$ cat src/rtl/cnt_pkg.sv
package cnt_pkg;
  localparam int SLICE_W = 4;

  typedef enum logic [1:0] {
    OP_HOLD = 2'd0,
    OP_CLR  = 2'd1,
    OP_LOAD = 2'd2,
    OP_INC  = 2'd3
  } cnt_op_e;
endpackage

$ cat src/rtl/cnt_rst_sync.sv
module cnt_rst_sync (
  input  logic clk,
  input  logic rst_n,
  output logic rst_q_n
);
  logic stage1_q;
  logic stage2_q;

  always_ff @(posedge clk or negedge rst_n) begin
    if (!rst_n) begin
      stage1_q <= 1'b0;
      stage2_q <= 1'b0;
    end else begin
      stage1_q <= 1'b1;
      stage2_q <= stage1_q;
    end
  end

  assign rst_q_n = stage2_q;
endmodule

$ cat src/rtl/cnt_slice.sv
module cnt_slice
  import cnt_pkg::*;
#(
  parameter int SW = SLICE_W
) (
  input  logic          clk,
  input  logic          rst_n,
  input  logic          clr_n,
  input  logic          load_n,
  input  logic [SW-1:0] d,
  input  logic          en_p,
  input  logic          en_t,
  output logic [SW-1:0] q,
  output logic          tc
);
  localparam logic [SW-1:0] ALL_ONES = {SW{1'b1}};

  cnt_op_e       op;
  logic [SW-1:0] q_r;
  logic [SW-1:0] q_nxt;
  logic          q_en;

  // priority decode: clear, then preset, then count
  always_comb begin
    if (!clr_n)              op = OP_CLR;
    else if (!load_n)        op = OP_LOAD;
    else if (en_p && en_t)   op = OP_INC;
    else                     op = OP_HOLD;
  end

  always_comb begin
    q_en  = 1'b1;
    q_nxt = q_r;
    unique case (op)
      OP_CLR:  q_nxt = '0;
      OP_LOAD: q_nxt = d;
      OP_INC:  q_nxt = q_r + 1'b1;
      default: q_en  = 1'b0;
    endcase
  end

  always_ff @(posedge clk or negedge rst_n) begin
    if (!rst_n)    q_r <= '0;
    else if (q_en) q_r <= q_nxt;
  end

  assign q  = q_r;
  assign tc = en_t && (q_r == ALL_ONES);

  a_r2_clear_zero : assert property (@(posedge clk) disable iff (!rst_n)
    !clr_n |=> (q == '0));

  a_r3_load_data : assert property (@(posedge clk) disable iff (!rst_n)
    (clr_n && !load_n) |=> (q == $past(d)));

  a_r4_increment : assert property (@(posedge clk) disable iff (!rst_n)
    (clr_n && load_n && en_p && en_t) |=> (q == SW'($past(q) + 1'b1)));

  a_r5_hold : assert property (@(posedge clk) disable iff (!rst_n)
    (clr_n && load_n && !(en_p && en_t)) |=> $stable(q));
endmodule

$ cat src/rtl/cnt_mod_decode.sv
module cnt_mod_decode #(
  parameter int W       = 8,
  parameter int MODULUS = 0
) (
  input  logic [W-1:0] count,
  input  logic         clr_n,
  input  logic         load_n,
  input  logic         en_p,
  input  logic         en_t,
  output logic         clr_eff_n
);
  generate
    if (MODULUS == 0) begin : g_full
      assign clr_eff_n = clr_n;
    end else begin : g_short
      localparam logic [W-1:0] LAST = W'(MODULUS - 1);
      logic at_last;
      assign at_last   = (count == LAST) && en_p && en_t && load_n;
      assign clr_eff_n = clr_n && !at_last;
    end
  endgenerate
endmodule

$ cat src/rtl/cnt_cascade.sv
module cnt_cascade
  import cnt_pkg::*;
#(
  parameter int N_SLICES = 2,
  parameter int MODULUS  = 0
) (
  input  logic                        clk,
  input  logic                        rst_n,
  input  logic                        clr_n,
  input  logic                        load_n,
  input  logic [N_SLICES*SLICE_W-1:0] load_data,
  input  logic                        cnt_en_p,
  input  logic                        cnt_en_t,
  output logic [N_SLICES*SLICE_W-1:0] count,
  output logic                        term_cnt
);
  localparam int W = N_SLICES * SLICE_W;

  logic          rst_q_n;
  logic          clr_eff_n;
  logic [N_SLICES:0] trickle;
  logic [W-1:0]  count_w;

  cnt_rst_sync u_rst_sync (
    .clk     (clk),
    .rst_n   (rst_n),
    .rst_q_n (rst_q_n)
  );

  cnt_mod_decode #(.W(W), .MODULUS(MODULUS)) u_mod (
    .count     (count_w),
    .clr_n     (clr_n),
    .load_n    (load_n),
    .en_p      (cnt_en_p),
    .en_t      (cnt_en_t),
    .clr_eff_n (clr_eff_n)
  );

  assign trickle[0] = cnt_en_t;

  generate
    for (genvar i = 0; i < N_SLICES; i++) begin : g_slice
      cnt_slice #(.SW(SLICE_W)) u_slice (
        .clk    (clk),
        .rst_n  (rst_q_n),
        .clr_n  (clr_eff_n),
        .load_n (load_n),
        .d      (load_data[i*SLICE_W +: SLICE_W]),
        .en_p   (cnt_en_p),
        .en_t   (trickle[i]),
        .q      (count_w[i*SLICE_W +: SLICE_W]),
        .tc     (trickle[i+1])
      );
    end
  endgenerate

  assign count    = count_w;
  assign term_cnt = trickle[N_SLICES];

  a_r6_tc_at_max : assert property (@(posedge clk) disable iff (!rst_q_n)
    term_cnt |-> (cnt_en_t && (count == {W{1'b1}})));

  a_r7_wrap_after_tc : assert property (@(posedge clk) disable iff (!rst_q_n)
    (term_cnt && cnt_en_p && load_n) |=> (count == '0));

  generate
    if (MODULUS != 0) begin : g_mod_chk
      a_r8_mod_wrap : assert property (@(posedge clk) disable iff (!rst_q_n)
        ((count == W'(MODULUS - 1)) && cnt_en_p && cnt_en_t && load_n)
          |=> (count == '0));
    end
  endgenerate
endmodule

$ cat config.mk
export PLATFORM = sky130hd
export DESIGN_NAME = cnt_cascade
export DESIGN_NICKNAME = d
export VERILOG_FILES = /design/src/rtl/cnt_pkg.sv /design/src/rtl/cnt_rst_sync.sv /design/src/rtl/cnt_slice.sv /design/src/rtl/cnt_mod_decode.sv /design/src/rtl/cnt_cascade.sv
export SDC_FILE = /design/constraint.sdc
export NUM_CORES = 1
export LEC_CHECK = 0
export CAP_MARGIN = 20
export CORE_AREA = 2 2 39 41
export CTS_CLUSTER_SIZE = 14
export DETAILED_ROUTE_END_ITERATION = 8
export DIE_AREA = 0 0 41 43
export DONT_BUFFER_PORTS = 1
export GPL_TIMING_DRIVEN = 0
export PLACE_DENSITY = 0.58
export SYNTH_ARGS = -nofsm -noshare
export SYNTH_HDL_FRONTEND = slang
export SYNTH_HIERARCHICAL = 1
export SYNTH_SLANG_ARGS = --single-unit
$ cat constraint.sdc
create_clock -name clk -period 1.2 [get_ports clk]
set_clock_uncertainty 0.15 [all_clocks]
set_input_delay 0.12 -clock clk [delete_from_list [all_inputs] [get_ports clk]]
set_output_delay 0.12 -clock clk [all_outputs]
set_load 0.005 [all_outputs]
==> Yosys cells after proc, flatten, opt, wreduce, memory -nomap -nowiden <==
Cells that the tools add are included.
{ "totals": {"ff_bits": 10, "out_inout_bits": 9} }
{ "classes": {"addsub": 2, "eq_ne": 8, "muxes": 10, "reduce_logical": 10} }
{ "op_table": {"columns": ["op", "count"], "rows": [
  ["case mux 4 bit (3 select lines)", 2],
  ["2-to-1 mux 2 bit", 6],
  ["adder 4 x 1 -> 4 bit, second input constant", 2],
  ["== test 2 bit, second input constant", 4],
  ["== test 4 bit, second input constant", 2],
  ["nonzero test 3 bit", 2],
  ["OR reduction 3 bit", 2],
  ["== test 2 x 1 -> 1 bit, second input constant", 2],
  ["logical AND 1 bit", 4],
  ["AND reduction 2 bit", 2],
  ["2-to-1 mux 1 bit", 2]
]} }

==> Depth between registers and ports, before layout <==
Gate-level depths: netlist of run 1.
{ "depth": {"depth_word": 10, "ltp_mapped": 5} }

==> Hierarchy <==
The synthesis of run 1 kept the hierarchy.
{ "by_module_without_submodules": {"columns": ["mod", "instances", "cells_each", "area_per_inst_um2"], "rows": [
  ["cnt_slice", 2, 24, 225.2],
  ["cnt_rst_sync", 1, 3, 53.8],
  ["cnt_mod_decode", 1, 1, 7.5]
]} }

==> Least setup slack after synthesis of run 1 <==
No wires, ideal clock.
{ "synth_timing": {"path_type": "register to register", "startpoint": "register g_slice[0].u_slice.q_r[0]", "endpoint": "register g_slice[1].u_slice.q_r[3]", "t_arrival_ns": 1.362, "path_slack_ns": -0.394, "path_stages_with_launch": 6, "n_path_buf": 0, "period_less_slack_ns": 1.594, "path_cell_list": "dfrtp_1 -> ha_1 -> and4_2 -> nand2_2 -> or3_1 -> a31oi_1"} }
{ "synth_between": {"elab_chain_len": 10} }
{ "synth_rtl": {"columns": ["item", "line", "rtl"], "rows": [
  ["start: declaration", "cnt_slice.sv:19", "logic [SW-1:0] q_r;"],
  ["start signal: assignment", "cnt_slice.sv:44", "else if (q_en) q_r <= q_nxt;"],
  ["== test 4 bit (*)", "cnt_slice.sv:48", "assign tc = en_t && (q_r == ALL_ONES);"],
  ["logical AND 1 bit (*)", "cnt_slice.sv:48", null],
  ["named net trickle[1]", "cnt_cascade.sv:21", "logic [N_SLICES:0] trickle;"],
  ["logical AND 1 bit (*)", "cnt_slice.sv:27", "else if (en_p && en_t) op = OP_INC;"],
  ["2-to-1 mux 2 bit (*)", "cnt_slice.sv:27", null],
  ["2-to-1 mux 2 bit (*)", "cnt_slice.sv:26", "else if (!load_n) op = OP_LOAD;"],
  ["2-to-1 mux 2 bit (*)", "cnt_slice.sv:25", "if (!clr_n) op = OP_CLR;"],
  ["== test 2 x 1 -> 1 bit / == test 2 bit (equally long branches)", "cnt_slice.sv:34", "unique case (op)"],
  ["OR reduction 3 bit (no source line)", null, null],
  ["2-to-1 mux 1 bit", "cnt_slice.sv:34", null],
  ["AND reduction 2 bit (no source line)", null, null],
  ["end signal: assignment", "cnt_slice.sv:44", null],
  ["end: declaration", "cnt_slice.sv:19", null]
]} }
The timed path passes the listed nets; every way through them passes the cells marked *.
A chain may end at the register's enable or synchronous reset.

==> Worst setup path after layout of run 1 <==
{ "layout_timing": {"startpoint": "register g_slice[0].u_slice.q_r[1]", "endpoint": "register g_slice[1].u_slice.q_r[3]"} }
Same word-level chain as after synthesis.

==> metrics, run 1 <==
max-cap viol count 0; Worst-Margin Slew 0.5853 ns; most area-consuming cells after synthesis dfrtp_1 (49%), xor2_1 (6.8%), nand3_1 (5.9%); worst-skew pair later-pin latency 0.27 ns; router iterations before antenna repair 4; r2r setup slk -0.41 ns; failing checks negative hold slack, negative setup slack; endpoints failing setup 9; Hold Vio Cnt, Final 8; peak per-stage delay on the critical path 0.42 ns; final hold slack -0.01676 ns; CP Launch Type flop; Boundary Pins 23; Mapped Cells 52; PwrDens 1046 nW/µm²; Reg area 252.7 µm²; Mapped Area 511.7 µm²; slew margin rel. 0.6098; worst setup margin -0.4064 ns; GRT Resource Usage Total 0.1687; # diodes 0; GPL Wtd Cong 0.7780; clk sinks 10; area occupied by multi-input gates 299.0 µm²; Die Ht 43 µm; largest net degree at the start of global routing 17; worst hold path class flop to async pin; CTS clock-pin slew for the worst setup and hold paths 0.07 ns; fmax 622.5 MHz; post-route minimum period 1.606 ns; post-synthesis sequential area ratio 0.4890; initial core utilization 0.3698; max-slew violation count 0; hpwl dp 795.9 µm; RSZ-0062 raised after global routing yes; fin area 790.8 µm²; TritonCTS clock tree done; fin crit share 1.339; critical path type flop to flop; WL final 1276 µm; outcome finished, violations left; grt ovf 0; fraction of layout cells with a size suffix above 1 0.2740; placed insts 68; Yosys Warn Count 6; maximum vdd drop 0.6816 mV; DIE AREA 1763 µm²; global-route wire length before repair 1987 µm; Iter 0 DRT Violations 11; Worst EP arrival 1.65 ns; Worst EP required 1.24 ns; routed wl met2 679 µm; highest metal used met4; syn avg cell area 9.841 µm²; CP max-delay cell dfrtp_2; met1 WL 525 µm; initial antenna violation count 0; setup total negative slack -2.154 ns; Fillers 117; most common cell after layout, fill and taps aside dlygate4sd3_1; Post-Layout Cell Count 89; worst-path cell chain ha_4 > and4_4 > nand2_4 > or3_1 > a31oi_1; FP Rows 14; deepest clock path buffer count 2; cts bufs inserted 3; number of global-route vias before repair 472; H-tree levels 1; leakage power 0.0003329 µW; top cell type by total area after synthesis dfrtp_1; P&R area growth vs syn 54.52%; met3 WL post-DR 56 µm; crit end category flop; I/O Buffers 0; DRC viols 0; worst-path fanout max 4; highest-count cells in the layout ignoring fill and taps dlygate4sd3_1 (14), dfrtp_1 (8), o21ai_0 (6); Final Util 0.5714; clk root buf clkbuf_4; syn_nets 68; Post-DP Area 550.5 µm²; Routed WL per cell 14.34 µm; synth unique cells 17; Die X 41 µm; detailed-route via count 479; via/cell ratio 5.382; post-synthesis register bit count 10; Post-DRT Antenna Nets 0; core area 1384 µm²; fin nets 90; post-synth top area share 0.4890
-- worst max-delay path: cells and delay by family (launching register included) --
kind / cells / cell delay [ns]
AOI/OAI and AO/OA: 1 / 0.18
adders and majority gates: 1 / 0.15
DFF: 1 / 0.42
and+or+nand+nor: 3 / 0.63
-- power breakdown --
part           internal [µW]  total (µW)  switching, µW  leakage (µW)
sequential               360         393           33.1      0.000124
combinational           66.9         120           53.1      0.000188
clock                    184         314            130     0.0000210
total                    611         827            216      0.000333
-- cells in the mapped netlist --
cell / instances
dfrtp_1: 10
nand3_1: 6
o21ai_0: 6
nor2_1: 4
xor2_1: 4
a211oi_1: 2
a21oi_1: 2
a311oi_1: 2
a31oi_1: 2
and4_2: 2
ha_1: 2
inv_1: 2
nand2_1: 2
nand2_2: 2
or3_1: 2
buf_4: 1
conb_1: 1
-- routing by layer --
layer  vias up  global-route usage
li1        230                   -
met2        15              0.2750
met1       232              0.2007
met5         -                   0
met4         0             0.06000
met3         2             0.04712
-- final cells by class --
cell class              instances  share of cell area
multi-input cells              39              0.3782
inverters                       2            0.009494
clock buffers                   4             0.04589
well taps                      16             0.02532
flip-flops and latches         10              0.3196
plain buffers                   1            0.009494
repair buffers                 17              0.2120
-- final timing paths --
check                                   startpoint                       to  depth (start not counted)
hold reg to reg                 u_rst_sync/rst_q_n  g_slice[1].u_slice/q[0]                          0
hold / removal                  u_rst_sync/rst_q_n  g_slice[1].u_slice/q[0]                          0
setup / recovery           g_slice[0].u_slice/q[1]  g_slice[1].u_slice/q[3]                          5
max in group asynchronous                    rst_n       u_rst_sync/rst_q_n                          2
setup reg to reg           g_slice[0].u_slice/q[1]  g_slice[1].u_slice/q[3]                          5
min in group clk                          cnt_en_t  g_slice[1].u_slice/q[3]                          4
-- sequential cells by signal, summed over array words and instances (netlist names) --
register and count:
u_rst_sync/stage1_q 1, g_slice.u_slice/q 8, u_rst_sync/rst_q_n 1
-- per-stage QoR --
stage | setup slack [ns] | total power, µW
floorplan | -0.3033 | 435.9
global placement | -0.3621 | 450.3
detailed placement | -0.3798 | 452.2
CTS | -0.3880 | 823.2
global route | -0.4538 | 869.1
finish | -0.4064 | 827.3
-- logic make-up after synthesis --
kind of cell / synth area share
xor gates and xnor gates: 0.06845
DFF: 0.4890
adders and majority gates: 0.04889
buffers and inverters: 0.02935
other: 0.007328
and+or+nand+nor: 0.1907
AOI/OAI and AO/OA: 0.1663
-- timing repair --
item | 4_1_cts | 5_1_grt
hold endpoints to repair | 10 | 1
pin swaps | 8 | 4
hold buffers | 14 | 1
endpoints found under the setup margin | 8 | 9
resized for setup | 6 | 4
buffers inserted | 1 | 1
Note: power is estimated with default switching activity, not from simulation.
==> run 2, diff against run 1 <==
--- a/config.mk
+++ b/config.mk
@@ -6,13 +6,15 @@
 export NUM_CORES = 1
 export LEC_CHECK = 0
 export CAP_MARGIN = 20
-export CORE_AREA = 2 2 39 41
+export CELL_PAD_IN_SITES_DETAIL_PLACEMENT = 2
+export CELL_PAD_IN_SITES_GLOBAL_PLACEMENT = 2
+export CORE_MARGIN = 2
+export CORE_UTILIZATION = 32
 export CTS_CLUSTER_SIZE = 14
 export DETAILED_ROUTE_END_ITERATION = 8
-export DIE_AREA = 0 0 41 43
 export DONT_BUFFER_PORTS = 1
 export GPL_TIMING_DRIVEN = 0
-export PLACE_DENSITY = 0.58
+export PLACE_DENSITY = 0.74
 export SYNTH_ARGS = -nofsm -noshare
 export SYNTH_HDL_FRONTEND = slang
 export SYNTH_HIERARCHICAL = 1
==> constraint.sdc (replaced) <==
create_clock -name clk -period 1.7 [get_ports clk]
set_clock_uncertainty 0.15 [all_clocks]
set_input_delay 0.17 -clock clk [delete_from_list [all_inputs] [get_ports clk]]
set_output_delay 0.17 -clock clk [all_outputs]
set_load 0.005 [all_outputs]
==> metrics, run 2 (same netlist as run 1, synthesis figures left out) <==
outcome finished, violations left; failing checks negative hold slack; initial antenna violation count 0 (unchanged); most common cell after layout, fill and taps aside dlygate4sd3_1; initial core utilization 0.3397 (-0.03010); post-route minimum period 1.664 ns; via/cell ratio 5.765 (+7.1%); PwrDens 707.5 nW/µm² (-32%); CTS clock-pin slew for the worst setup and hold paths 0.06 ns (about the same); GRT Resource Usage Total 0.1818 (+0.01312); Die X 43.99 µm (+7.3%); detailed-route via count 490 (+2.3%); Routed WL per cell 18.47 µm (+29%); fin nets 87 (-3.3%); worst-path cell chain ha_4 > and4_4 > and4_4; fin crit share 0.9790; slew margin rel. 0.6294 (+0.01964); largest net degree at the start of global routing 17 (unchanged); Post-DRT Antenna Nets 0 (unchanged); max-slew violation count 0 (unchanged); maximum vdd drop 0.4679 mV (-31%); delay-heaviest family, CP simple AND/OR/NAND/NOR gates; total power 509.0 µW (-38%); CP Launch Type flop; number of flip-flops in the largest register 8 (unchanged); worst hold path class flop to async pin; WL final 1570 µm (+23%); Worst EP required 1.38 ns (+0.14 ns); R2R Path Start g_slice[0].u_slice/q[0]; router iterations before antenna repair 2 (-2); DIE AREA 1935 µm² (+9.8%); # diodes 0 (unchanged); Post-Layout Cell Count 85 (-4.5%); FP Rows 14 (unchanged); placed insts 68 (unchanged); Die Ht 43.99 µm (+2.3%); clk root buf clkbuf_4; highest-count cells in the layout ignoring fill and taps dlygate4sd3_1 (13), dfrtp_1 (8), nand3_1 (6), o21ai_0 (6); H-tree levels 1 (unchanged); leakage power 0.0003006 µW (-9.7%); Worst Path Buf+Inv 0 (unchanged); P&R area growth vs syn 40.59%; beginning of the critical path g_slice[0].u_slice/q[0]; global-route wire length before repair 2449 µm (+23%); TritonCTS clock tree done; Crit path top cell by count and4_4; clk sinks 10 (unchanged); hpwl dp 942.8 µm (+18%); max-cap viol count 0 (unchanged); RSZ-0062 raised after global routing yes; Boundary Pins 23 (unchanged); core area 1506 µm² (+8.9%); Hold Vio Cnt, Final 8 (unchanged); final hold slack -0.01815 ns (-0.001393 ns); cts bufs inserted 3 (unchanged); grt ovf 0 (unchanged); fraction of layout cells with a size suffix above 1 0.1884 (-0.08557); Worst-Margin Slew 0.5540 ns (-0.03128 ns); number of global-route vias before repair 537 (+14%); endpoints failing setup 0 (-9); DRC viols 0 (unchanged); peak per-stage delay on the critical path 0.43 ns (about the same); worst-skew pair later-pin latency 0.26 ns (about the same); Worst EP arrival 1.34 ns (-0.31 ns); I/O Buffers 0 (unchanged); Iter 0 DRT Violations 2 (-9); critical path type flop to primary output; crit end category primary output; CP max-delay cell dfrtp_2; deepest clock path buffer count 2 (unchanged); GPL Wtd Cong 0.7569 (-2.7%); worst-path fanout max 4 (unchanged); setup total negative slack 0 ns (+2.154 ns); fmax 600.8 MHz
[run 2: layout make-up]
class	count	area (µm²)
buffer	1	7.507
sequential	10	252.7
fill	167	787.0
inverter	2	7.507
clock buffer	3	22.52
multi-input combinational	39	271.5
tap	16	20.02
timing repair buffer	14	137.6
[run 2: layer usage]
layer | global-route usage | routed length (µm) | share of wire
met1 | 0.2124 | 614 | 0.39
met2 | 0.2941 | 846 | 0.54
met3 | 0.1000 | 109 | 0.069
met4 | 0.03636 | 0 | 0
met5 | 0 | 0 | 0
[run 2: timing repair]
item	CTS	global route
endpoints found under the setup margin	2	3
resized for setup	3	5
pin swaps	3	3
hold endpoints to repair	10	0
hold buffers	13	0
buffers inserted	1	0
[run 2: final timing paths]
check | to | slack (ns) | depth (start not counted)
setup reg to reg | g_slice[1].u_slice/q[3] | 0.07 | 5
max in group asynchronous | u_rst_sync/stage1_q | 0.76 | 2
hold / removal | g_slice[1].u_slice/q[0] | -0.02 | 0
min in group clk | g_slice[1].u_slice/q[1] | 0 | 3
hold reg to reg | g_slice[1].u_slice/q[0] | -0.02 | 0
setup / recovery | term_cnt | 0.04 | 3
[run 2: metrics by stage]
stage	setup WS (ns)	cell area, µm²	util	hold WS, ns
after floorplan	0.1064	511.7	-	-0.2756
after global placement	-0.005972	531.8	0.3530	-0.2755
after detailed placement	-0.02278	531.8	0.3530	-0.2755
after CTS	-0.002181	696.9	0.4626	0.001061
after global routing	-0.02734	719.4	0.4776	0.008307
final	0.03563	719.4	0.4776	-0.01815
[run 2: report_power, final]
part	total [µW]	internal [µW]	switching (µW)
logic	71.5	40.2	31.3
registers	280	254	25.8
clock network	158	81.5	76.0
total	509	376	133
